File: src/rtl/gpio_pin_pkg.sv
// Shared types and constants for the GPIO pin controller.
// Assumes a 16-bit control word with fixed field positions.
package gpio_pin_pkg;

    typedef struct packed {
        logic       dir_in;
        logic [1:0] pull;
        logic       both_edges;
        logic       dom;
        logic       pol_true;
        logic       open_drain;
        logic       enable;
        logic [3:0] fn;
    } gpio_cfg_t;

    localparam logic [15:0] CFG_RESET = 16'hA400;
    localparam logic [15:0] CFG_MASK  = 16'hFE8F;

    // Field extraction from a control word.
    function automatic gpio_cfg_t cfg_unpack(input logic [15:0] w);
        gpio_cfg_t c;
        c.dir_in     = w[15];
        c.pull       = w[14:13];
        c.both_edges = w[12];
        c.dom        = w[11];
        c.pol_true   = w[10];
        c.open_drain = w[9];
        c.enable     = w[7];
        c.fn         = w[3:0];
        return c;
    endfunction

endpackage

File: src/rtl/gpio_cfg_reg.sv
// Control word storage: keeps only defined bits, exposes decoded fields.
// Assumes wr_en is a single-cycle strobe in the clk domain.
module gpio_cfg_reg
    import gpio_pin_pkg::*;
(
    input  logic        clk,
    input  logic        rst_n,
    input  logic        wr_en,
    input  logic [15:0] wr_data,
    output logic [15:0] rd_data,
    output gpio_cfg_t   cfg
);
    logic [15:0] word_q;

    // Capture a masked write, return to reset value on reset.
    always_ff @(posedge clk) begin
        if (!rst_n)
            word_q <= CFG_RESET;
        else if (wr_en)
            word_q <= wr_data & CFG_MASK;
    end

    assign rd_data = word_q;
    assign cfg     = cfg_unpack(word_q);
endmodule

File: src/rtl/gpio_in_filter.sv
// Input path: multi-flop synchroniser followed by a stable-count de-bouncer.
// Assumes pad_in is asynchronous; long_sel may change at any time.
module gpio_in_filter #(
    parameter int SYNC_STAGES = 2,
    parameter int DB_SHORT    = 4,
    parameter int DB_LONG     = 64
) (
    input  logic clk,
    input  logic rst_n,
    input  logic pad_in,
    input  logic long_sel,
    output logic level
);
    localparam int CNT_W = $clog2(DB_LONG + 1);
    localparam logic [CNT_W-1:0] LIM_SHORT = CNT_W'(DB_SHORT - 1);
    localparam logic [CNT_W-1:0] LIM_LONG  = CNT_W'(DB_LONG - 1);

    logic [SYNC_STAGES-1:0] sync_q;
    logic [CNT_W-1:0]       cnt_q;
    logic                   level_q;
    logic [CNT_W-1:0]       limit;

    // Shift the pad value through the synchroniser chain.
    always_ff @(posedge clk) begin
        if (!rst_n)
            sync_q <= '0;
        else
            sync_q <= {sync_q[SYNC_STAGES-2:0], pad_in};
    end

    assign limit = long_sel ? LIM_LONG : LIM_SHORT;

    // Accept a new level after it differs for the full window.
    always_ff @(posedge clk) begin
        if (!rst_n) begin
            cnt_q   <= '0;
            level_q <= 1'b0;
        end else if (sync_q[SYNC_STAGES-1] == level_q) begin
            cnt_q <= '0;
        end else if (cnt_q >= limit) begin
            cnt_q   <= '0;
            level_q <= sync_q[SYNC_STAGES-1];
        end else begin
            cnt_q <= cnt_q + 1'b1;
        end
    end

    assign level = level_q;
endmodule

File: src/rtl/gpio_edge_irq.sv
// Edge detector and sticky interrupt flag on the filtered pad value.
// Assumes clear is a single-cycle strobe; polarity writes cause no edge.
module gpio_edge_irq (
    input  logic clk,
    input  logic rst_n,
    input  logic raw_level,
    input  logic pol_true,
    input  logic both_edges,
    input  logic irq_allow,
    input  logic clear,
    output logic flag
);
    logic prev_q;
    logic flag_q;
    logic rise_raw;
    logic fall_raw;
    logic active_rise;
    logic hit;

    // Remember the previous filtered value.
    always_ff @(posedge clk) begin
        if (!rst_n)
            prev_q <= 1'b0;
        else
            prev_q <= raw_level;
    end

    assign rise_raw    = raw_level & ~prev_q;
    assign fall_raw    = ~raw_level & prev_q;
    assign active_rise = pol_true ? rise_raw : fall_raw;
    assign hit = irq_allow & (both_edges ? (rise_raw | fall_raw) : active_rise);

    // Sticky flag: a new hit wins over a simultaneous clear.
    always_ff @(posedge clk) begin
        if (!rst_n)
            flag_q <= 1'b0;
        else
            flag_q <= (flag_q & ~clear) | hit;
    end

    assign flag = flag_q;
endmodule

File: src/rtl/gpio_pin_ctrl.sv
// Top of the GPIO pin controller: register, input filter, interrupt, drive.
// Assumes all inputs except pad_in are synchronous to clk.
module gpio_pin_ctrl
    import gpio_pin_pkg::*;
#(
    parameter int SYNC_STAGES = 2,
    parameter int DB_SHORT    = 4,
    parameter int DB_LONG     = 64
) (
    input  logic        clk,
    input  logic        rst_n,
    input  logic        cfg_wr_en,
    input  logic [15:0] cfg_wr_data,
    output logic [15:0] cfg_rd_data,
    input  logic        out_val,
    input  logic        irq_clear,
    input  logic        pad_in,
    output logic        pad_oe,
    output logic        pad_out,
    output logic [1:0]  pad_pull,
    output logic        pad_dom_sel,
    output logic        in_level,
    output logic        irq_flag,
    output logic        func_req
);
    gpio_cfg_t cfg;
    logic      raw_level;
    logic      gpio_fn;
    logic      drive_lvl;

    gpio_cfg_reg u_reg (
        .clk     (clk),
        .rst_n   (rst_n),
        .wr_en   (cfg_wr_en),
        .wr_data (cfg_wr_data),
        .rd_data (cfg_rd_data),
        .cfg     (cfg)
    );

    gpio_in_filter #(
        .SYNC_STAGES (SYNC_STAGES),
        .DB_SHORT    (DB_SHORT),
        .DB_LONG     (DB_LONG)
    ) u_filt (
        .clk      (clk),
        .rst_n    (rst_n),
        .pad_in   (pad_in),
        .long_sel (cfg.fn == 4'd0),
        .level    (raw_level)
    );

    assign gpio_fn = (cfg.fn <= 4'd1);

    gpio_edge_irq u_irq (
        .clk        (clk),
        .rst_n      (rst_n),
        .raw_level  (raw_level),
        .pol_true   (cfg.pol_true),
        .both_edges (cfg.both_edges),
        .irq_allow  (gpio_fn),
        .clear      (irq_clear),
        .flag       (irq_flag)
    );

    // Output drive: polarity, then push-pull or open-drain, then enable.
    always_comb begin
        drive_lvl = cfg.pol_true ? out_val : ~out_val;
        pad_out   = cfg.open_drain ? 1'b0 : drive_lvl;
        pad_oe    = cfg.enable & ~cfg.dir_in & ~(cfg.open_drain & drive_lvl);
    end

    assign in_level    = cfg.pol_true ? raw_level : ~raw_level;
    assign func_req    = gpio_fn ? 1'b0 : in_level;
    assign pad_pull    = cfg.pull;
    assign pad_dom_sel = cfg.dom;
endmodule

File: config.mk
export PLATFORM = sky130hd
export DESIGN_NAME = gpio_pin_ctrl
export DESIGN_NICKNAME = d
export VERILOG_FILES = /design/src/rtl/gpio_pin_pkg.sv /design/src/rtl/gpio_cfg_reg.sv /design/src/rtl/gpio_in_filter.sv /design/src/rtl/gpio_edge_irq.sv /design/src/rtl/gpio_pin_ctrl.sv
export SDC_FILE = /design/constraint.sdc
export NUM_CORES = 1
export LEC_CHECK = 0
export BUFFER_PORTS_ARGS = -buffer_cell sky130_fd_sc_hd__buf_2
export CORE_UTILIZATION = 49
export CTS_BUF_LIST = sky130_fd_sc_hd__clkbuf_8
export DETAILED_ROUTE_END_ITERATION = 16
export PLACE_DENSITY_LB_ADDON = 0.1
export REMOVE_ABC_BUFFERS = 1
export SETUP_SLACK_MARGIN = 0.5
export SLEW_MARGIN = 20
export SYNTH_ARGS = -nofsm -noshare
export SYNTH_HDL_FRONTEND = slang
export SYNTH_SLANG_ARGS = --single-unit
File: constraint.sdc
create_clock -name clk -period 2.2 [get_ports clk]
set_input_delay 0.11 -clock clk [delete_from_list [all_inputs] [get_ports clk]]
set_output_delay 0.11 -clock clk [all_outputs]
set_load 0.005 [all_outputs]
==> flow_results.org <==
** Synthesis
- Counting flops with an async set or reset pin after synthesis yields a share of 0%.
- The top cell type by area accounts for 41.6% of the synthesized area.
- Basic-gate share of the synthesized area counting and, or, nand and nor cells :: 19.3%
- Summing the areas of all xor and xnor instances in the mapped netlist gives 6.06% of the synthesized area.
- Post-synth design cell area :: 0.00116 mm2
- The Yosys step of the flow raised 0 warnings.
- By area, the combinational part of the netlist is dominated by simple AND/OR/NAND/NOR gates.
- Flops & latches, synth :: 24
- The most used flip-flop cell after synthesis is dfxtp_1.
- Summed over all instances, the cell type with the most area after synthesis is dfxtp_1.
- Number of synthesized flops with an enable pin :: 0
- Area fraction in compound gates after synthesis :: 4.65%
- Multiplexer cells account for 11.4% of the synthesized area.
- Synthesis produced a netlist whose cell count is 118.
- Of the total synthesized cell area, the portion taken by full adders, half adders and majority gates is 7.58%.
- Synthesis instantiated 30 different standard cells from the library.
- Yosys attributes the largest share of cell area to dfxtp_1 (42%), mux2i_1 (10%), ha_1 (7.6%).
- The average instance in the mapped netlist occupies 9.80 um2.
- The share of the Yosys chip area taken by registers is 41.6%.

** Pwr
- Dividing total power by cell area gives a power density of 606 mW/mm2.
- Peak ir drop on the vdd network :: 0.554 mV
- Lkg Pwr :: 0.687 nW

** Clock tree
- The number of clock buffers added by TritonCTS is 3.
- For the worst-skew pair, the clock arrives at the later sink with an insertion delay of 0.27 ns.
- The tree is rooted in a clkbuf_8.
- H-tree depth reported by CTS :: 1
- For this design, the sink count on the clock tree is 24.
- The clock passes through at most 2 buffers.
- TritonCTS built the clock tree.
- Clock-pin slew was measured on the worst setup and hold paths at 0.08 ns.
- Number of hold-repair buffers added at the cts stage :: 0

** Critical path
- Classification of the worst setup path :: register to register
- STA classifies the critical path endpoint as a register.
- STA classifies the critical path startpoint as a register.
- STA puts the critical path data required time at 2.41 ns.
- Traced cell by cell, the critical path runs through nor3_4, nand2b_4, ha_2, a211oi_2, nor3_2, or3_4, nor2_2.
- Data arrival time of the critical path :: 2.02 ns
- Delay of the slowest cell on the worst path :: 0.43 ns
- Crit Path Max Fanout :: 7
- The worst register-to-register path has a depth of 7.
- The largest individual stage delay along the critical path comes from the cell or3_4.

** Floorplanning
- Placeable core area :: 0.00221 mm2
- The die covers 0.00256 mm2.
- For this configuration, the core starts out at a cell density of 52.3%.
- Number of primary I/O pins :: 46
- From left edge to right edge, the die measures 50.6 um.
- The initialized floorplan defines 17 standard-cell rows.
- Height of the die :: 50.6 um

** Layout
- After the flow finishes, the layout carries non-filler instances totaling 183.
- After filler insertion, the fill cell instance count of the layout stands at 195.
- Summing all non-filler instances in the final layout gives an area of 0.00147 mm2.
- Fraction of layout cells with a size suffix above 1 :: 41.9%
- Number of diodes added for antenna fixing :: 0
- Net total in the final layout :: 185
- Relative to the synthesized area, the layout overhead comes to 26.9%.
- Utilization after layout :: 66.3%

** Route
- Wire length on met1 :: 905 um
- Met2 wirelength from detailed routing :: 1.11 mm
- Drt drc :: 0
- Highest signal layer in the routed design :: met4
- Detail Route met3 WL :: 75 um
- The count of nets left with antenna violations once routing finished came out at 0.
- DR vias/cell :: 4.86
- Total iterations of the first detailed-routing run :: 2
- Wires add up to 2.13 mm.
- DR vias :: 889
- Routed length per instance :: 11.6 um
- Starting DRC count in detailed routing :: 6

** Placement
- The congestion estimate from routability-driven global placement came to 0.757.
- Post-DP HPWL :: 1.40 mm
- Number of placed instances with taps included :: 176
- Placed instance area :: 0.00132 mm2
- Place WS :: 0.0357 ns
- IO buf count :: 37

** STA
- Static timing analysis puts the maximum clock frequency at 552 MHz.
- Clock skew on the completed layout was measured at 0.00492 ns.
- In the post-route analysis, the smallest setup slack over all paths is 0.387 ns.
- Setup repair after global routing could not meet its margin everywhere.
- Post-route minimum period :: 1.81 ns
- Setup Total Neg Slack :: 0 ns
- Final count of pins violating max slew :: 0
- The count of final hold-check violations came to 0.
- Of the available clock period, the critical path in the final layout requires 82.4%.
- Setup violations remaining at the end of the flow were counted as 0.

** Run status
- Status :: finished clean

** Global route
- The via count of the first global-routing pass came to 828.
- GRT overflow :: 0
- Global-route wire length before repair :: 3.50 mm
- Global routing used 18.5% of the available tracks across all layers.
- Initial antenna violation count :: 0
- Maximum number of pins on one net before global-route repair :: 20

** Min path
- Classification of the worst-slack hold path :: input port to register
- Counting instances, the worst hold path has a depth of 2.

** Job
- Max-cap violations in this run came to 0.
area by class of cell:
type	instances	area, um2	area share [%]
inverter	4	15.0	1.02
multi-input combinational	80	649	44.2
clock buffer	4	55.1	3.75
sequential	24	483	32.9
timing repair buffer	43	230	15.7
tap	28	35.0	2.39
worst paths after layout:
check	start	to	slack [ns]
worst max-delay path	u_reg.rd_data[2]$_SDFFE_PN0P_	u_filt.cnt_q[3]$_SDFF_PP0_	0.39
worst min-delay path	irq_clear	u_irq.flag$_SDFF_PN0_	0.04
worst min register to register	u_filt.sync_q[0]$_SDFF_PN0_	u_filt.sync_q[1]$_SDFF_PN0_	0.47
worst max register to register	u_reg.rd_data[2]$_SDFFE_PN0P_	u_filt.cnt_q[3]$_SDFF_PP0_	0.39
repair_timing:
action | 4_1_cts | 5_1_grt
endpoints found under the setup margin | 8 | 8
buffers inserted | 2 | 1
pin swaps | 9 | 3
resized for setup | 14 | 1
critical path, delay by kind of cell (launching register included):
| family | cells | cell delay [ns] |
|---|---|---|
| AOI/OAI and AO/OA | 1 | 0.19 |
| adders and majority gates | 1 | 0.24 |
| DFF | 1 | 0.35 |
| and+or+nand+nor | 5 | 0.98 |
report_power, final:
part | leakage [nW] | internal [mW] | total, mW | switching [mW]
Clock | 0.0288 | 0.160 | 0.296 | 0.137
Sequential | 0.197 | 0.451 | 0.464 | 0.0134
Combinational | 0.461 | 0.0706 | 0.128 | 0.0578
cell usage in the layout, fill, tap and decap left out:
cell type,instances
buf_2,37
dfxtp_1,22
mux2i_1,12
nor2b_1,11
nand2_1,8
buf_4,6
nand3_1,5
xor2_1,5
nor2_2,5
inv_1,4
ha_1,4
conb_1,4
clkbuf_8,4
xnor2_1,3
a211oi_2,2
and2_1,2
nor2_1,2
ha_4,2
dfxtp_2,2
nand2b_1,1
a21oi_1,1
nor3_4,1
nand2b_4,1
nand4b_1,1
nor2_4,1
nor3_2,1
o211ai_1,1
o31ai_1,1
or3_4,1
and3_1,1
mux2_2,1
o2111ai_1,1
o21ai_0,1
ha_2,1
cells by family after synthesis:
kind of cell / count (synthesis)
mux: 13
fa+ha+maj: 7
buf+inv: 17
other cells: 1
xor+xnor: 8
flops: 24
compound gates: 7
simple gates: 41
metrics by stage:
step / hold WS (ns) / power [mW]
6_report: 0.0385 / 0.889
5_1_grt: 0.0423 / 0.934
4_1_cts: 0.0399 / 0.892
3_5_place_dp: 0.326 / 0.574
3_3_place_gp: 0.308 / 0.570
2_1_floorplan: 0.172 / 0.520
synth_stat cells (all sizes together), types with 3 or more instances:
library cell and instances:
nand2 8, xnor2 3, buf 11, ha 7, nor2 8, dfxtp 24
nor2b 11, xor2 5, mux2i 12, nand3 5, inv 4
routing by layer:
layer  vias to the layer above  GRT usage, %
met5                         -             0
met4                         0          8.33
met3                         5          2.73
met2                        25          34.7
met1                       406          20.2
li1                        453             -
registers in the layout (all words and copies together) (netlist names):
register / count
u_reg.rd_data: 12
u_filt.cnt_q: 7
u_filt.sync_q: 2
u_filt.level: 1
u_irq.flag: 1
u_irq.prev_q: 1
Power figures use the tool's default switching activity.
